`src/rtl/pfi_pkg.sv`:
```
package pfi_pkg;
  typedef enum logic [2:0] {
    ENC_U8    = 3'd0,
    ENC_ULAW  = 3'd1,
    ENC_S16LE = 3'd2,
    ENC_ALAW  = 3'd3,
    ENC_RSV4  = 3'd4,
    ENC_ADPCM = 3'd5,
    ENC_S16BE = 3'd6,
    ENC_RSV7  = 3'd7
  } pfi_enc_e;

  localparam int unsigned SHIFT_W = 2;

  function automatic logic enc_legal(input logic [2:0] code);
    return (code == ENC_U8) || (code == ENC_ULAW) || (code == ENC_S16LE) ||
           (code == ENC_ALAW) || (code == ENC_S16BE);
  endfunction
endpackage

```
`src/rtl/pfi_fmt_decode.sv`:
```
module pfi_fmt_decode
  import pfi_pkg::*;
(
  input  logic       clk,
  input  logic       rst_n,
  input  logic [7:0] fmt_byte,
  input  logic       fmt_load,
  input  logic       ext_mode,
  output logic [3:0] rate_idx,
  output logic       rate_valid,
  output logic       stereo,
  output logic [2:0] enc,
  output logic       fmt_err,
  output logic [SHIFT_W-1:0] shamt
);
  logic [3:0] rate_q, rate_d;
  logic       rv_q, rv_d, st_q, st_d, err_q, err_d;
  logic [2:0] enc_q, enc_d;
  logic [2:0] code_w;
  logic       rate_ok, ok_w, wide_w;

  always_comb begin
    code_w  = fmt_byte[7:5] & (ext_mode ? 3'b111 : 3'b011);
    rate_ok = fmt_byte[0] | (fmt_byte[3:2] != 2'b10);
    ok_w    = rate_ok & enc_legal(code_w);
    rate_d  = rate_q;
    rv_d    = rv_q;
    st_d    = st_q;
    enc_d   = enc_q;
    err_d   = err_q;
    if (fmt_load) begin
      rv_d  = rate_ok;
      err_d = ~ok_w;
      if (ok_w) begin
        rate_d = fmt_byte[3:0];
        st_d   = fmt_byte[4];
        enc_d  = code_w;
      end
    end
  end

  always_ff @(posedge clk or negedge rst_n) begin
    if (!rst_n) begin
      rate_q <= '0;
      rv_q   <= 1'b1;
      st_q   <= 1'b0;
      enc_q  <= ENC_U8;
      err_q  <= 1'b0;
    end else if (fmt_load) begin
      rate_q <= rate_d;
      rv_q   <= rv_d;
      st_q   <= st_d;
      enc_q  <= enc_d;
      err_q  <= err_d;
    end
  end

  always_comb begin
    wide_w = (enc_q == ENC_S16LE) || (enc_q == ENC_S16BE);
    if (wide_w) shamt = st_q ? SHIFT_W'(2) : SHIFT_W'(1);
    else        shamt = st_q ? SHIFT_W'(1) : SHIFT_W'(0);
  end

  assign rate_idx   = rate_q;
  assign rate_valid = rv_q;
  assign stereo     = st_q;
  assign enc        = enc_q;
  assign fmt_err    = err_q;

  // a rejected load leaves the held decode untouched
  a_r5_keep_decode: assert property (@(posedge clk) disable iff (!rst_n)
    (fmt_load && !ok_w) |=> ($stable(rate_q) && $stable(enc_q) && $stable(st_q) && err_q));
  // a legal load clears the error
  a_r5_err_clear: assert property (@(posedge clk) disable iff (!rst_n)
    (fmt_load && ok_w) |=> !err_q);
  // the two unused rate codes are flagged
  a_r2_bad_rate: assert property (@(posedge clk) disable iff (!rst_n)
    (fmt_load && !fmt_byte[0] && (fmt_byte[3:1] == 3'd4 || fmt_byte[3:1] == 3'd5)) |=> (!rv_q && err_q));
endmodule

```
`src/rtl/pfi_byte_counter.sv`:
```
module pfi_byte_counter
  import pfi_pkg::*;
#(
  parameter int unsigned CNT_W = 16
) (
  input  logic               clk,
  input  logic               rst_n,
  input  logic [CNT_W-1:0]   base_count,
  input  logic [SHIFT_W-1:0] shamt,
  input  logic               play_en,
  input  logic               irq_en,
  input  logic               xfer_stb,
  input  logic               irq_clr,
  output logic               irq_flag
);
  localparam int unsigned THR_W = CNT_W + 2;

  logic [THR_W-1:0] cnt_q, cnt_d, thr_w;
  logic [THR_W:0]   cnt_inc;
  logic             irq_q, irq_d, play_q, rise_w, adv_w, hit_w;

  always_comb begin
    thr_w   = THR_W'(base_count) << shamt;
    rise_w  = play_en & ~play_q;
    adv_w   = xfer_stb & irq_en & (thr_w != '0);
    cnt_inc = {1'b0, cnt_q} + 1'b1;
    hit_w   = 1'b0;
    cnt_d   = cnt_q;
    if (rise_w) begin
      cnt_d = '0;
    end else if (adv_w) begin
      if (cnt_inc >= {1'b0, thr_w}) begin
        cnt_d = '0;
        hit_w = 1'b1;
      end else begin
        cnt_d = cnt_inc[THR_W-1:0];
      end
    end
    irq_d = hit_w ? 1'b1 : (irq_clr ? 1'b0 : irq_q);
  end

  always_ff @(posedge clk or negedge rst_n) begin
    if (!rst_n) begin
      cnt_q  <= '0;
      irq_q  <= 1'b0;
      play_q <= 1'b0;
    end else begin
      if (rise_w || adv_w) cnt_q <= cnt_d;
      if (hit_w || irq_clr) irq_q <= irq_d;
      play_q <= play_en;
    end
  end

  assign irq_flag = irq_q;

  // enabling playback restarts the count
  a_r10_clear_on_enable: assert property (@(posedge clk) disable iff (!rst_n)
    (play_en && !play_q) |=> (cnt_q == '0));
  // no advance without irq_en or with a zero threshold
  a_r10_hold: assert property (@(posedge clk) disable iff (!rst_n)
    ((!irq_en || base_count == '0) && !(play_en && !play_q)) |=> $stable(cnt_q));
  // reaching the threshold restarts the count and raises the flag
  a_r8_wrap: assert property (@(posedge clk) disable iff (!rst_n)
    (hit_w && play_q) |=> (cnt_q == '0 && irq_q));
  // a clear without a coincident hit drops the flag
  a_r9_clear: assert property (@(posedge clk) disable iff (!rst_n)
    (irq_clr && !hit_w) |=> !irq_q);
endmodule

```
`src/rtl/pbk_fmt_irq.sv`:
```
module pbk_fmt_irq
  import pfi_pkg::*;
#(
  parameter int unsigned CNT_W = 16
) (
  input  logic             clk,
  input  logic             rst_n,
  input  logic [7:0]       fmt_byte,
  input  logic             fmt_load,
  input  logic             ext_mode,
  input  logic             play_en,
  input  logic             irq_en,
  input  logic [CNT_W-1:0] base_count,
  input  logic             xfer_stb,
  input  logic             irq_clr,
  output logic [3:0]       rate_idx,
  output logic             rate_valid,
  output logic             stereo,
  output logic [2:0]       enc,
  output logic             fmt_err,
  output logic             dma_req_en,
  output logic             irq_flag
);
  logic [SHIFT_W-1:0] shamt;

  pfi_fmt_decode u_dec (
    .clk(clk), .rst_n(rst_n), .fmt_byte(fmt_byte), .fmt_load(fmt_load),
    .ext_mode(ext_mode), .rate_idx(rate_idx), .rate_valid(rate_valid),
    .stereo(stereo), .enc(enc), .fmt_err(fmt_err), .shamt(shamt)
  );

  pfi_byte_counter #(.CNT_W(CNT_W)) u_cnt (
    .clk(clk), .rst_n(rst_n), .base_count(base_count), .shamt(shamt),
    .play_en(play_en), .irq_en(irq_en), .xfer_stb(xfer_stb),
    .irq_clr(irq_clr), .irq_flag(irq_flag)
  );

  assign dma_req_en = play_en & ~fmt_err;

  // request only while enabled with an accepted format
  a_r6_dreq: assert property (@(posedge clk) disable iff (!rst_n)
    dma_req_en |-> (play_en && !fmt_err));
  // the held encoding is always a legal code
  a_r4_legal_enc: assert property (@(posedge clk) disable iff (!rst_n)
    (enc != 3'd4 && enc != 3'd5 && enc != 3'd7));
endmodule

```
`config.mk`:
```
export PLATFORM = sky130hd
export DESIGN_NAME = pbk_fmt_irq
export DESIGN_NICKNAME = d
export VERILOG_FILES = /design/src/rtl/pfi_pkg.sv /design/src/rtl/pfi_fmt_decode.sv /design/src/rtl/pfi_byte_counter.sv /design/src/rtl/pbk_fmt_irq.sv
export SDC_FILE = /design/constraint.sdc
export NUM_CORES = 1
export LEC_CHECK = 0
export BUFFER_PORTS_ARGS = -buffer_cell sky130_fd_sc_hd__clkbuf_2
export CAP_MARGIN = 10
export CORE_MARGIN = 3
export CORE_UTILIZATION = 35
export CTS_CLUSTER_DIAMETER = 60
export DETAILED_ROUTE_END_ITERATION = 10
export SYNTH_ARGS = -nofsm -noshare
export SYNTH_HDL_FRONTEND = slang
export SYNTH_HIERARCHICAL = 1
export SYNTH_SLANG_ARGS = --single-unit
```
`constraint.sdc`:
```
create_clock -name clk -period 4.38 [get_ports clk]
set_clock_uncertainty 0.15 [all_clocks]
set_input_delay 0.438 -clock clk [delete_from_list [all_inputs] [get_ports clk]]
set_output_delay 0.438 -clock clk [all_outputs]
set_load 0.03 [all_outputs]
```
# Word level (Yosys, flattened, before mapping)
# Cells that the tools add are included.
[totals]
reg_bits = 30
inputBits = 32
output_inout_bits = 12
elab_cells = 54
[classes]
addsub = 1
n_lt_le_gt_ge = 1
eq_ne = 7
shifts = 1
n_mux = 12
n_bitwise = 10
reduce_logical = 14
[op_table]
columns = ["operator", "n"]
rows = [
  ["$mux 18", 3],
  ["$add 18x1->19 const B", 1],
  ["$ge 19x18->1", 1],
  ["$reduce_bool 18->1", 1],
  ["$shl 16x2->18", 1],
  ["$eq 3x2->1 const B", 3],
  ["$logic_or 1x1->1", 7],
  ["$eq 3x3->1 const B", 2],
  ["$mux 1", 6],
  ["$reduce_and 2->1", 3],
  ["$and 1x1->1", 5],
  ["$mux 2", 2],
  ["$reduce_bool 2->1", 2],
  ["$and 3x3->3", 1],
  ["$eq 3x1->1 const B", 1],
  ["$logic_not 3->1", 1],
  ["$mux 3", 1],
  ["$not 1->1", 3],
  ["$ne 2x2->1 const B", 1],
  ["$or 1x1->1", 1],
]

# Depth between registers and ports, before layout
[logic_depth]
word_depth = 10
mapped_depth = 17
ltp_nobuf = 13

# Hierarchy
# The synthesis kept the hierarchy.
[by_module_without_submodules]
columns = ["module", "n_inst", "cells_each", "area_each_um2", "seq_area_each_um2"]
rows = [
  ["pfi_byte_counter", 1, 233, 2092.0, 500.5],
  ["pfi_fmt_decode", 1, 36, 461.7, 251.5],
  ["pbk_fmt_irq", 1, 1, 13.8, 0.0],
]

# Worst setup path after synthesis
# Ideal clock, no wire load.
[synth_timing]
kind = "register -> register"
start = "reg u_dec.enc_q[1], in the netlist u_dec/enc[1]"
end = "reg u_cnt.cnt_q[2]"
setup_time_ns = 0.082
arrival_ns = 3.288
required_ns = 4.148
slack_ns = 0.860
path_stages_with_launch = 15
n_path_buf = 3
synth_period_minus_slack_ns = 3.520
path_cell_list = "dfrtp_1 > nor2b_1 > ha_1 > buf_4 > buf_4 > buf_2 > mux2_2 > o21ai_0 > ha_1 > a21oi_1 > o21ai_0 > a221oi_1 > nand4_1 > or3_1 > a31oi_1"
[synth_via]
elab_chain_len = 8
elab_cells_between_ends = 14
cone_classes = "order compare: 1; eq/ne: 2; shift: 1; mux: 4; bitwise: 1; reduce/logical: 5"
[synth_lines]
columns = ["item", "line", "source"]
rows = [
  ["start, declared", "pfi_fmt_decode.sv:18", "logic [2:0] enc_q, enc_d;"],
  ["start signal, assigned", "pfi_fmt_decode.sv:53", "enc_q <= enc_d;"],
  ["$eq 3x2->1 / $eq 3x3->1 (equally long branches)", "pfi_fmt_decode.sv:59", "wide_w = (enc_q == ENC_S16LE) || (enc_q == ENC_S16BE);"],
  ["$logic_or 1x1->1 *", "pfi_fmt_decode.sv:59", ""],
  ["$mux 2 *", "pfi_fmt_decode.sv:60", "if (wide_w) shamt = st_q ? SHIFT_W'(2) : SHIFT_W'(1);"],
  ["via shamt[1]", "pbk_fmt_irq.sv:24", "logic [SHIFT_W-1:0] shamt;"],
  ["$shl 16x2->18 *", "pfi_byte_counter.sv:23", "thr_w = THR_W'(base_count) << shamt;"],
  ["$ge 19x18->1 / $reduce_bool 18->1 (equally long branches)", "pfi_byte_counter.sv:32, pfi_byte_counter.sv:25", ""],
  ["$mux 18 / $and 1x1->1 (equally long branches)", "pfi_byte_counter.sv:32, pfi_byte_counter.sv:25", ""],
  ["$mux 18 (tied with other cells)", "pfi_byte_counter.sv:31", "end else if (adv_w) begin"],
  ["$mux 18 / $reduce_and 2->1 (equally long branches)", "-", ""],
  ["end signal, assigned", "pfi_byte_counter.sv:48", "if (rise_w || adv_w) cnt_q <= cnt_d;"],
  ["end, declared", "pfi_byte_counter.sv:18", "logic [THR_W-1:0] cnt_q, cnt_d, thr_w;"],
]
# Mark *: on every way through the listed nets, which the timed path passes. The rest lies on a longest branch. The select of a mux whose other input is x is not followed.
# A chain may end at the register's enable or synchronous reset.

# Worst setup path after layout
[layout_timing]
start = "reg u_dec.enc_q[1], in the netlist u_dec/enc[1]"
end = "reg u_cnt.cnt_q[4]"
# The elaborated chain is that of the path after synthesis.

==> flow_summary.yaml <==
outcome:
  status: "finished clean"
power:
  pwr-share-clk_pct: 25.9
  p_seq_share_pct: 35.5
  peakVddDrop_v: 0.0002013
  power_density_nw_per_um2: 303.2
  p_sw_share_pct: 35.86
  p_comb_share_pct: 38.6
  switchingPower_mw: 0.3222
  internal_power_mw: 0.5763
  leakagePower_nw: 1.303
setup_path:
  cp-end-kind: "flip-flop"
  path_cells: "nor2b_1, ha_1, mux4_2, inv_1, ha_1, nand4_1, nor4_1, a221oi_1, nand4_1, nor2_2, o2bb2ai_1"
  slowest_delay_ns: 0.67
  cp-start-kind: "flip-flop"
  crit_type: "flip-flop to flip-flop"
  worstPathMaxFanout: 13
  cp.required_ns: 4.43
  worst-path-buf-inv: 1
  crit_arrival_ns: 3.97
  cp_top_family: "simple AND/OR/NAND/NOR gates"
  slowest_stage: "ha_1"
grt:
  grt_max_degree: 31
  track_usage_pct: 15.06
  antenna_found_initial: 0
  grt_first_pass_wirelength_um: 10290
  grt_overflow_total: 0
  grt_pass1_vias: 2129
timing:
  setup_violations: 0
  min_period_ns: 3.914
  rsz0062_at_grt: "false"
  relSlewSlack_pct: 47.91
  tightest_slew_ns: 0.7813
  post-route-period-util_pct: 89.36
  setup_tns_ns: 0
  finalMaxSlewViolations: 0
  max_freq_mhz: 255.5
  hold_violations: 0
clocking:
  insertion_delay_ns: 0.28
  cts_max_path_buffers: 2
  holdBufCountCts: 0
  clk_pin_slew_ns: 0.07
  htree_levels: 2
  clock-sinks: 30
  post_cts_buffers: 0
  cts_resized: 0
  root_buffer: "clkbuf_8"
  cts-buffers-inserted: 5
  cts_tree: "done"
synthesis:
  async_flop_share_pct: 100.0
  yosysSeqAreaShare_pct: 29.29
  synth_edf_count: 0
  ys_ff_latch: 30
  syn_area_per_cell_um2: 9.509
  yosysWarnings: 6
  ys.flop_type: "dfrtp_1"
  ys_types: 54
  syn-num-nets: 322
  synth_cells: 270
  synth_area_um2: 2567
routing:
  num_vias: 2147
  wl_per_cell_um: 14.20
  vias_per_cell: 5.186
  ant_nets: 0
  drt_iter0_markers: 77
  dr.pass1.iters: 4
  drc: 0
  drt-total-wl_um: 5877
cells_and_area:
  post-route-util_pct: 42.67
  drive_gt1_share_pct: 25.47
  n_antenna_cell: 0
  syn2layout_area_growth_pct: 15.40
  nets: 369
  nFillCells: 711
die:
  coreArea_um2: 6944
  row_count: 30
  die_h_um: 91.65
  io_pins: 44
  start_util_pct: 36.97
  die_w_um: 91.65
  die_area_um2: 8400
place:
  gp_congestion: 0.8476
  portBuffers: 43
  hpwl_um: 4714
flow_run:
  drv_cap: 0
worst_hold_path:
  hold_class: "input port to async pin"
[power groups by stage]
| stage | registers [mW] | clock network, mW | logic (mW) |
|---|---|---|---|
| 6_report | 0.319 | 0.233 | 0.346 |
| 5_1_grt | 0.322 | 0.257 | 0.391 |
| 4_1_cts | 0.319 | 0.244 | 0.348 |
| 3_5_place_dp | 0.323 | 0 | 0.348 |
| 3_3_place_gp | 0.323 | 0 | 0.342 |
| 2_1_floorplan | 0.344 | 0 | 0.247 |
[routing by layer]
layer	share of wire [%]	GRT usage, %
met2	44	23.49
met4	0.53	4.146
met5	0	0
met3	4.8	3.035
met1	51	21.16
[stage by stage]
stage / hold slack, ns / cell area, µm² / std cells / setup WS, ns / power (mW)
2_1_floorplan: -0.007591 / 2567 / 270 / 0.8603 / 0.5907
3_3_place_gp: 0.3175 / 2872 / 406 / 0.5372 / 0.6649
3_5_place_dp: 0.3314 / 2872 / 406 / 0.4623 / 0.6713
4_1_cts: 0.1018 / 2963 / 414 / 0.4580 / 0.9117
5_1_grt: 0.1388 / 2963 / 414 / 0.1627 / 0.9704
6_report: 0.08014 / 2963 / 414 / 0.4659 / 0.8984
[placed cells by master, fill, tap and decap left out, types with 9 or more instances in the layout]
cell type,synthesis,routed
a21oi_1,11,11
clkbuf_2,0,43
dfrtp_1,29,29
ha_1,20,20
inv_1,34,34
mux4_2,9,9
nand2_1,22,22
nand3_1,13,13
nand4_1,9,9
o2bb2ai_1,13,13
xnor2_1,12,12
[kinds of logic (layout without fill, tap and decap cells)]
| group | after synthesis | after routing | share of synthesized area (%) |
|---|---|---|---|
| AND/OR/NAND/NOR | 82 | 82 | 16.76 |
| AO/OA/AOI/OAI | 59 | 59 | 17.50 |
| buffers and inverters | 42 | 90 | 7.650 |
| flip-flops | 30 | 30 | 29.29 |
| multiplexers | 24 | 24 | 14.62 |
| adder cells (fa/ha/maj) | 20 | 20 | 9.747 |
| XOR/XNOR | 13 | 13 | 4.435 |
[final timing paths]
check / start / to / slack, ns / cells after the start
min in group clk: play_en / u_cnt/play_q / 0.15 / 1
worst max register to register: u_dec/enc[1] / u_cnt/cnt_q[4] / 0.47 / 11
worst min register to register: u_dec/rate_valid / u_dec/rate_valid / 0.33 / 2
worst min-delay path: rst_n / u_cnt/cnt_q[8] / 0.08 / 1
worst max-delay path: u_dec/enc[1] / u_cnt/cnt_q[4] / 0.47 / 11
max in group asynchronous: rst_n / u_dec/rate_idx[3] / 3.51 / 1
[flip-flops by register name, indices dropped and copies added, names as in the netlist]
register,cells
u_cnt/play_q,1
u_dec/fmt_err,1
u_dec/rate_idx,4
u_cnt/cnt_q,18
u_dec/enc,3
u_dec/rate_valid,1
u_dec/stereo,1
u_cnt/irq_flag,1
[layout make-up]
type	instances	area (µm²)	area share, %
inverters	34	127.6	4.307
well taps	96	120.1	4.054
repair buffers	48	252.7	8.530
clock buffers	7	86.33	2.914
clock inverters	1	5.005	0.1689
multi-input cells	198	1619	54.65
flip-flops and latches	30	752.0	25.38
[Yosys cell counts (all sizes together) (8+ instances only)]
cell     instances  share of area (%)
a21oi           11                2.1
dfrtp           29                 28
ha              20                9.7
inv             34                5.0
mux2             9                4.4
mux4             9                7.9
nand2           23                3.5
nand3           13                2.5
nand4            9                2.2
nor2             8                1.3
o21ai           11                2.1
o2bb2ai         13                4.4
xnor2           12                4.1
No activity file was read; power rests on OpenSTA's default activity.
